**src/rtl/stepbus_pkg.sv**
```systemverilog
package stepbus_pkg;
  localparam int REG_CNT = 8;
  localparam int SEL_W   = $clog2(REG_CNT);
  localparam int OPC_W   = 3;
  localparam int IR_W    = OPC_W + 2 * SEL_W;
  localparam int STEP_W  = 2;

  localparam logic [OPC_W-1:0] OPC_MOV = 3'd0;
  localparam logic [OPC_W-1:0] OPC_IMM = 3'd1;
  localparam logic [OPC_W-1:0] OPC_ADD = 3'd2;
  localparam logic [OPC_W-1:0] OPC_SUB = 3'd3;

  // strobes from sequencer to datapath for one step
  typedef struct packed {
    logic [REG_CNT-1:0] rOut;
    logic [REG_CNT-1:0] rIn;
    logic               gOut;
    logic               dinOut;
    logic               aIn;
    logic               gIn;
    logic               subSel;
    logic               done;
  } ctl_t;
endpackage

```
**src/rtl/stepbus_ctrl.sv**
```systemverilog
module stepbus_ctrl
  import stepbus_pkg::*;
#(
  parameter int DATA_W = 16
) (
  input  logic                 clk,
  input  logic                 rstN,
  input  logic                 run,
  input  logic [DATA_W-1:0]    din,
  output ctl_t                 ctl,
  output logic                 busy,
  output logic [STEP_W-1:0]    step,
  output logic [IR_W-1:0]      irWord
);
  logic [OPC_W-1:0] opc;
  logic [SEL_W-1:0] xSel;
  logic [SEL_W-1:0] ySel;
  logic             lastStep;
  logic             isArith;

  assign opc     = irWord[IR_W-1 -: OPC_W];
  assign xSel    = irWord[2*SEL_W-1 -: SEL_W];
  assign ySel    = irWord[SEL_W-1:0];
  assign isArith = (opc == OPC_ADD) || (opc == OPC_SUB);

  always_comb begin
    ctl      = '0;
    lastStep = 1'b0;
    if (busy) begin
      unique case (step)
        STEP_W'(1): begin
          if (opc == OPC_MOV) begin
            ctl.rOut[ySel] = 1'b1;
            ctl.rIn[xSel]  = 1'b1;
            ctl.done       = 1'b1;
            lastStep       = 1'b1;
          end else if (opc == OPC_IMM) begin
            ctl.dinOut     = 1'b1;
            ctl.rIn[xSel]  = 1'b1;
            ctl.done       = 1'b1;
            lastStep       = 1'b1;
          end else if (isArith) begin
            ctl.rOut[xSel] = 1'b1;
            ctl.aIn        = 1'b1;
          end else begin
            lastStep       = 1'b1;
          end
        end
        STEP_W'(2): begin
          if (isArith) begin
            ctl.rOut[ySel] = 1'b1;
            ctl.gIn        = 1'b1;
            ctl.subSel     = (opc == OPC_SUB);
          end else begin
            lastStep       = 1'b1;
          end
        end
        STEP_W'(3): begin
          if (isArith) begin
            ctl.gOut       = 1'b1;
            ctl.rIn[xSel]  = 1'b1;
            ctl.done       = 1'b1;
          end
          lastStep = 1'b1;
        end
        default: lastStep = 1'b1;
      endcase
    end
  end

  always_ff @(posedge clk or negedge rstN) begin
    if (!rstN) begin
      busy   <= 1'b0;
      step   <= '0;
      irWord <= '0;
    end else if (!busy) begin
      if (run) begin
        irWord <= din[DATA_W-1 -: IR_W];
        busy   <= 1'b1;
        step   <= STEP_W'(1);
      end
    end else if (lastStep) begin
      busy <= 1'b0;
      step <= '0;
    end else begin
      step <= step + STEP_W'(1);
    end
  end
endmodule

```
**src/rtl/stepbus_datapath.sv**
```systemverilog
module stepbus_datapath
  import stepbus_pkg::*;
#(
  parameter int DATA_W = 16
) (
  input  logic                       clk,
  input  logic                       rstN,
  input  ctl_t                       ctl,
  input  logic [DATA_W-1:0]          din,
  output logic [DATA_W-1:0]          busVal,
  output logic [REG_CNT*DATA_W-1:0]  regsFlat
);
  logic [DATA_W-1:0] gpr [REG_CNT];
  logic [DATA_W-1:0] opA;
  logic [DATA_W-1:0] resG;
  logic [DATA_W-1:0] aluOut;

  // priority: G first, then R0..R7, then din, else zero
  always_comb begin
    busVal = '0;
    if (ctl.dinOut) busVal = din;
    for (int i = REG_CNT - 1; i >= 0; i--) begin
      if (ctl.rOut[i]) busVal = gpr[i];
    end
    if (ctl.gOut) busVal = resG;
  end

  assign aluOut = ctl.subSel ? (opA - busVal) : (opA + busVal);

  for (genvar i = 0; i < REG_CNT; i++) begin : g_gpr
    always_ff @(posedge clk or negedge rstN) begin
      if (!rstN)          gpr[i] <= '0;
      else if (ctl.rIn[i]) gpr[i] <= busVal;
    end
    assign regsFlat[i*DATA_W +: DATA_W] = gpr[i];
  end

  always_ff @(posedge clk or negedge rstN) begin
    if (!rstN) begin
      opA  <= '0;
      resG <= '0;
    end else begin
      if (ctl.aIn) opA  <= busVal;
      if (ctl.gIn) resG <= aluOut;
    end
  end
endmodule

```
**src/rtl/stepbus_core.sv**
```systemverilog
module stepbus_core
  import stepbus_pkg::*;
#(
  parameter int DATA_W = 16
) (
  input  logic                      clk,
  input  logic                      rstN,
  input  logic                      run,
  input  logic [DATA_W-1:0]         din,
  output logic [DATA_W-1:0]         busOut,
  output logic                      done,
  output logic [REG_CNT*DATA_W-1:0] regsOut
);
  ctl_t              ctl;
  logic              busy;
  logic [STEP_W-1:0] step;
  logic [IR_W-1:0]   irWord;

  stepbus_ctrl #(.DATA_W(DATA_W)) uCtrl (
    .clk(clk), .rstN(rstN), .run(run), .din(din),
    .ctl(ctl), .busy(busy), .step(step), .irWord(irWord)
  );

  stepbus_datapath #(.DATA_W(DATA_W)) uPath (
    .clk(clk), .rstN(rstN), .ctl(ctl), .din(din),
    .busVal(busOut), .regsFlat(regsOut)
  );

  assign done = ctl.done;
endmodule

```
**config.mk**
```make
export PLATFORM = sky130hd
export DESIGN_NAME = stepbus_core
export DESIGN_NICKNAME = d
export VERILOG_FILES = /design/src/rtl/stepbus_pkg.sv /design/src/rtl/stepbus_ctrl.sv /design/src/rtl/stepbus_datapath.sv /design/src/rtl/stepbus_core.sv
export SDC_FILE = /design/constraint.sdc
export NUM_CORES = 1
export LEC_CHECK = 0
export BUFFER_PORTS_ARGS = -buffer_cell sky130_fd_sc_hd__buf_2
export CORE_MARGIN = 2
export CORE_UTILIZATION = 50
export CTS_BUF_LIST = sky130_fd_sc_hd__clkbuf_2 sky130_fd_sc_hd__clkbuf_4 sky130_fd_sc_hd__clkbuf_8
export DETAILED_ROUTE_END_ITERATION = 8
export GPL_ROUTABILITY_DRIVEN = 0
export PLACE_DENSITY = 0.73
export REMOVE_ABC_BUFFERS = 1
export SLEW_MARGIN = 20
export SYNTH_ARGS = -nofsm -noshare
export SYNTH_HDL_FRONTEND = slang
export SYNTH_SLANG_ARGS = --single-unit
```
**constraint.sdc**
```tcl
create_clock -name clk -period 7.3 [get_ports clk]
set_clock_uncertainty 0.05 [all_clocks]
set_input_delay 0.73 -clock clk [delete_from_list [all_inputs] [get_ports clk]]
set_output_delay 0.73 -clock clk [all_outputs]
set_load 0.02 [all_outputs]
```
Word level (Yosys, flattened, before mapping)
Cells that the tools add are included.
{"block": "word_totals", "regBits": 172, "output_inout_bits": 145}
{"block": "classes", "add_sub_neg": 3, "magnitude_cmp": 4, "eq_ne": 6, "mux": 45, "n_bitwise": 1, "reduce_logical": 6}
{"operator": "16-bit two-way mux", "n": 12}
{"operator": "8-bit two-way mux", "n": 4}
{"operator": "8-bit one-hot mux with 2 select lines", "n": 2}
{"operator": "22-bit two-way mux", "n": 1}
{"operator": "16-bit adder", "n": 1}
{"operator": "16-bit subtractor", "n": 1}
{"operator": "1-bit two-way mux", "n": 14}
{"operator": "2-bit two-way mux", "n": 7}
{"operator": "9-bit two-way mux", "n": 1}
{"operator": "3-bit by 4-bit < comparator with 1-bit output, second input constant", "n": 2}
{"operator": "1-bit demux with 3-bit select", "n": 2}
{"operator": "3-bit by 2-bit equality test with 1-bit output, second input constant", "n": 2}
{"operator": "3-bit by 1-bit >= comparator with 1-bit output, second input constant", "n": 2}
{"operator": "2-bit equality test, second input constant", "n": 2}
{"operator": "1-bit one-hot mux with 2 select lines", "n": 2}
{"operator": "3-bit by 1-bit equality test with 1-bit output, second input constant", "n": 1}
{"operator": "3-bit logical NOT", "n": 1}
{"operator": "2-bit by 1-bit adder with 2-bit output, second input constant", "n": 1}
{"operator": "2-bit by 1-bit equality test with 1-bit output, second input constant", "n": 1}
{"operator": "1-bit logical AND", "n": 2}
{"operator": "2-bit AND reduction", "n": 1}
{"operator": "2-bit nonzero test", "n": 1}
{"operator": "1-bit logical OR", "n": 1}
{"operator": "1-bit NOT", "n": 1}

Longest topological paths before layout
{"block": "depth", "word_depth": 21, "depth_mapped": 28, "depth_no_buf": 26}

Hierarchy
A second synthesis with hierarchy kept.
{"block": "unflattened", "cells_unflattened": 944, "hier_area_um2": 8979.9}
{"module": "stepbus_datapath", "instances": 1, "cells_per_inst": 860, "area_each_um2": 8140.3, "seq_area_each_um2": 4003.8}
{"module": "stepbus_ctrl", "instances": 1, "cells_per_inst": 84, "area_each_um2": 839.6, "seq_area_each_um2": 300.3}

Least setup slack after synthesis
OpenSTA, ideal clock, no wires.
{"block": "synth_path", "path_kind": "register to register", "start": "register uCtrl.step[1]", "end": "register uPath.resG[15]", "arrival_time_ps": 6084, "required_time_ps": 7120, "path_slack_ps": 1036, "stages_incl_launch_ff": 28, "period_less_slack_ps": 6264, "cell_sequence": "dfrtp_1 -> inv_1 -> ha_1 -> or3b_1 -> buf_6 -> a2111oi_2 -> or2_2 -> clkbuf_1 -> a22oi_1 -> a21oi_1 -> a22oi_1 -> a31oi_1 -> inv_1 -> ha_1 -> mux2i_1 -> ha_1 -> nor2b_1 -> o21ai_0 -> a21boi_0 -> o21ai_0 -> nand2b_1 -> a21o_1 -> a41o_1 -> o41a_1 -> a21boi_0 -> o21ai_0 -> xnor2_1 -> o21ai_1"}
{"block": "synth_between", "elab_chain_cells": 15}
{"element": "start: declaration", "line_no": "stepbus_ctrl.sv:12", "rtl": "output logic [STEP_W-1:0] step,"}
{"element": "start signal: assignment", "line_no": "stepbus_ctrl.sv:86", "rtl": "step <= step + STEP_W'(1);"}
{"element": "2-bit by 1-bit equality test with 1-bit output", "line_no": "stepbus_ctrl.sv:30", "rtl": "unique case (step)"}
{"element": "2-bit two-way mux", "line_no": "stepbus_ctrl.sv:30"}
{"element": "22-bit two-way mux *", "line_no": "stepbus_ctrl.sv:29", "rtl": "if (busy) begin"}
{"element": "16-bit two-way mux", "line_no": "stepbus_datapath.sv:21", "rtl": "if (ctl.dinOut) busVal = din;"}
{"element": "16-bit two-way mux (8 in series)", "line_no": "stepbus_datapath.sv:23", "rtl": "if (ctl.rOut[i]) busVal = gpr[i];"}
{"element": "16-bit two-way mux *", "line_no": "stepbus_datapath.sv:25", "rtl": "if (ctl.gOut) busVal = resG;"}
{"element": "via busOut[0]", "line_no": "stepbus_core.sv:10", "rtl": "output logic [DATA_W-1:0] busOut,"}
{"element": "16-bit adder or 16-bit subtractor (tied branches)", "line_no": "stepbus_datapath.sv:28", "rtl": "assign aluOut = ctl.subSel ? (opA - busVal) : (opA + busVal);"}
{"element": "16-bit two-way mux *", "line_no": "stepbus_datapath.sv:28"}
{"element": "end signal: assignment", "line_no": "stepbus_datapath.sv:44", "rtl": "if (ctl.gIn) resG <= aluOut;"}
{"element": "end: declaration", "line_no": "stepbus_datapath.sv:15", "rtl": "logic [DATA_W-1:0] resG;"}
The timed path passes the listed nets; every way through them passes the cells marked *.
A chain may end at the register's enable or synchronous reset.

Worst setup path after layout
{"block": "layout_path", "start": "register uCtrl.step[1]", "end": "register uPath.resG[15]"}
{"block": "layout_between", "elab_chain_cells": 15}
{"element": "2-bit by 1-bit equality test with 1-bit output", "line_no": "stepbus_ctrl.sv:30"}
{"element": "2-bit two-way mux", "line_no": "stepbus_ctrl.sv:30"}
{"element": "22-bit two-way mux *", "line_no": "stepbus_ctrl.sv:29"}
{"element": "16-bit two-way mux", "line_no": "stepbus_datapath.sv:21"}
{"element": "16-bit two-way mux (8 in series)", "line_no": "stepbus_datapath.sv:23"}
{"element": "16-bit two-way mux", "line_no": "stepbus_datapath.sv:25"}
{"element": "16-bit adder or 16-bit subtractor (tied branches)", "line_no": "stepbus_datapath.sv:28"}
{"element": "16-bit two-way mux", "line_no": "stepbus_datapath.sv:28"}
Every way passes the cells marked *; elsewhere a longest branch is shown, timed or not.

==> results.yml <==
critical_path:
  critical_path.max_fanout: 11
  critPathLaunch: "uCtrl.step[1]"
  cp-start-kind: "register"
  cp.required_ns: 7.60
  timing_worst_setup_path_type: "register to register"
  timing.critical_path.arrival_ns: 6.92
  crit_end_category: "register"
  timing.rr.start: "uCtrl.step[1]"
sta:
  achievable-frequency_ghz: 0.151
  worstMarginPinSlew_ns: 1.09
  slew_viol_final: 0
  rsz0062_at_grt: "false"
  fin_crit_sh: 0.907
  slew_headroom: 0.272
  setup_viol: 0
  finalSetupTns_ns: 0
  final-hold-violation-count: 0
  timing.final.crit_period_ns: 6.62
power:
  post_route_total_power_mw: 5.71
  pwr_density_cell_nw_per_um2: 529
  ir_worst_vdd_uv: 339
  power.static_leakage_nw: 5.14
detailed_routing:
  route.vias.total: 8375
  wire_per_inst_um: 23.0
  final_antenna_net_count: 0
  drt-pass1-iter-count: 9
  detail_route.wirelength_mm: 30.5
  drt-vias-per-instance: 6.33
  detail_route.drc_violations: 12
  drt_iter0_markers: 1038
synth:
  netlist-cell-type-count: 75
  register_bit_count_reported_by_yosys: 172
  synthesized_instance_count: 936
  synth_largest_area_cell: "sky130_fd_sc_hd__dfrtp_1"
  synth_seq_area_share: 0.465
  dominantRegCellSynth: "sky130_fd_sc_hd__dfrtp_1"
  synth-edff-count: 0
  postSynthAreaPerCell_um2: 9.89
  combined_area_of_all_synthesized_cells_um2: 9250
  share_of_synthesized_flip_flops_with_an_asynchronous_set_or_reset: 1.00
  synth.yosys.warnings: 0
  synth.area.top_cells: "sky130_fd_sc_hd__dfrtp_1 (47%), sky130_fd_sc_hd__mux2_2 (12%), sky130_fd_sc_hd__nand2_1 (5.2%), sky130_fd_sc_hd__o21ai_0 (4.4%), sky130_fd_sc_hd__ha_1 (2.6%)"
  synth_top_area_frac: 0.465
global_route:
  globalRoute.totalOverflow: 0
  grt_max_degree: 94
  grt_pass1_vias: 8194
  track_usage: 0.315
  grt_first_pass_wirelength_mm: 47.3
  antenna_violations_before_repair: 0
clocking:
  register_clock_pin_slew_on_the_reported_worst_setup_and_hold_paths_ns: 0.09
  cts-htree-levels: 4
  cts.path.max_buffers: 2
  numClockSinks: 172
  ctsHoldBuffers: 0
  cts_tree: "yes"
  post_cts_buffers: 0
  clock_insertion_delay_worst_skew_ns: 0.48
  numCtsBuffers: 17
  root_buffer: "sky130_fd_sc_hd__clkbuf_8"
  cts_resized: 0
layout:
  fraction_of_final_layout_cells_sized_beyond_drive_strength_1: 0.317
  n_antenna_cell: 0
  area.growth.synth_to_final_pct: 16.6
  final_core_util: 0.596
  fin_nets: 1122
  filler_cell_count: 1552
die:
  die_area_um2: 19600
  initial_core_util: 0.512
  core_area_um2: 18100
  floorplan.die.height_um: 140
  io-pin-count: 164
  rows: 49
  die_width_um: 140
placement:
  io_buffer_count: 163
  place.detailed.hpwl_mm: 21.8
status:
  violations_in_the_final_reports: "DRC"
  result_of_the_run: "finished with violations"
job:
  maxCapViolations: 0
min_path:
  hold_path.class: "input port to async pin"
[through the flow]
step	hold WS (ns)	cell area (µm²)	instances	setup WS [ns]
global placement	0.408	10300	1292	0.888
floorplan	0.384	9000	872	0.717
CTS	0.308	10800	1323	0.700
finish	0.289	10800	1324	0.677
global route	0.351	10800	1324	0.0335
detailed placement	0.417	10300	1292	0.722
[cells by family after synthesis]
family / count (synthesis) / share of synthesized area
adders and majority gates: 20 / 0.0279
DFF: 172 / 0.465
AOI/OAI and AO/OA: 252 / 0.184
and+or+nand+nor: 282 / 0.142
buffers and inverters: 84 / 0.0352
xor gates and xnor gates: 27 / 0.0256
muxes: 99 / 0.120
[Yosys cell counts, drive strengths merged, types with 4 or more instances]
cell and number:
nand3 14, clkbuf 58, a211oi 8, o22ai 6, nor4 6, nor2 60, nand2b 16, a2111o 4
a21o 5, a22oi 4, inv 20, xnor2 18, dfrtp 172, nand2 128, xor2 9, a31o 5
a31oi 17, and2 4, or3 10, a2111oi 6, a21oi 40, o31ai 8, ha 19, a211o 5
o21a 4, o21ai 84, buf 6, mux2 98, nor3 16, nor2b 7, o211ai 13, a221oi 12
[cell usage in the layout, fill, tap and decap left out, types with 10 or more instances in the layout]
cell type / n
sky130_fd_sc_hd__xnor2_1: 18
sky130_fd_sc_hd__dfrtp_1: 172
sky130_fd_sc_hd__nor2_1: 58
sky130_fd_sc_hd__a221oi_1: 11
sky130_fd_sc_hd__nor3_1: 14
sky130_fd_sc_hd__o21ai_0: 81
sky130_fd_sc_hd__buf_2: 163
sky130_fd_sc_hd__or3_1: 10
sky130_fd_sc_hd__nand3_1: 13
sky130_fd_sc_hd__ha_1: 19
sky130_fd_sc_hd__mux2_2: 98
sky130_fd_sc_hd__inv_1: 19
sky130_fd_sc_hd__buf_4: 27
sky130_fd_sc_hd__nand2_1: 128
sky130_fd_sc_hd__clkbuf_8: 20
sky130_fd_sc_hd__nand2b_1: 16
sky130_fd_sc_hd__a31oi_1: 17
sky130_fd_sc_hd__o211ai_1: 13
sky130_fd_sc_hd__a21oi_1: 38
[power breakdown]
group / leakage [nW] / total, mW / internal, mW / switching (mW)
clock: 0.217 / 0.731 / 0.373 / 0.358
combinational: 2.84 / 3.26 / 1.33 / 1.93
sequential: 2.09 / 1.72 / 1.30 / 0.414
total: 5.14 / 5.71 / 3.00 / 2.70
[final timing paths]
path,endpoint,slack (ns),cells after the start
worst max-delay path,uPath.resG[15],0.68,25
worst min-delay path,uPath.regsFlat[115],0.29,1
worst max register to register,uPath.resG[15],0.68,25
worst min register to register,uPath.resG[8],0.44,2
max in group asynchronous,uPath.regsFlat[18],5.68,2
min in group clk,uCtrl.irWord[5],0.41,3
[critical path: stages, from the launching register on]
cell and delay (ns):
sky130_fd_sc_hd__dfrtp_1 0.41, sky130_fd_sc_hd__inv_1 0.08, sky130_fd_sc_hd__ha_1 0.30, sky130_fd_sc_hd__or3b_1 0.57
sky130_fd_sc_hd__a2111oi_2 0.67, sky130_fd_sc_hd__or2_2 0.39, sky130_fd_sc_hd__a221o_1 0.19, sky130_fd_sc_hd__o211ai_1 0.08
sky130_fd_sc_hd__a31o_2 0.30, sky130_fd_sc_hd__a31oi_1 0.22, sky130_fd_sc_hd__inv_1 0.19, sky130_fd_sc_hd__ha_1 0.32
sky130_fd_sc_hd__mux2i_1 0.23, sky130_fd_sc_hd__ha_1 0.27, sky130_fd_sc_hd__nor2b_1 0.12, sky130_fd_sc_hd__o21ai_0 0.19
sky130_fd_sc_hd__a21boi_0 0.15, sky130_fd_sc_hd__o21ai_0 0.17, sky130_fd_sc_hd__nand2b_1 0.10, sky130_fd_sc_hd__a21o_1 0.20
sky130_fd_sc_hd__a41o_1 0.26, sky130_fd_sc_hd__o41a_1 0.35, sky130_fd_sc_hd__a21boi_0 0.27, sky130_fd_sc_hd__o21ai_0 0.17
sky130_fd_sc_hd__xnor2_1 0.16, sky130_fd_sc_hd__o21ai_1 0.08
[sequential cells by signal, indices dropped and copies added (netlist names)]
name / cells
uCtrl.irWord: 9
uCtrl.step: 2
uCtrl.busy: 1
uPath.resG: 16
uPath.opA: 16
uPath.regsFlat: 128
[metal layers]
layer	vias to the layer above	global-route usage	wire length, µm
li1	3673	-	-
met1	4117	0.434	12600
met2	492	0.494	14000
met3	93	0.0595	2740
met4	0	0.125	1170
met5	-	0	0
[final cells by class]
class | count | area (µm²) | area share
Clock buffer | 22 | 290 | 0.0269
Clock inverter | 9 | 134 | 0.0124
Inverter | 20 | 75.1 | 0.00696
Multi-Input combinational cell | 680 | 4650 | 0.432
Sequential cell | 172 | 4300 | 0.399
Tap cell | 229 | 287 | 0.0266
Timing Repair Buffer | 192 | 1040 | 0.0965
Power figures use the tool's default switching activity.
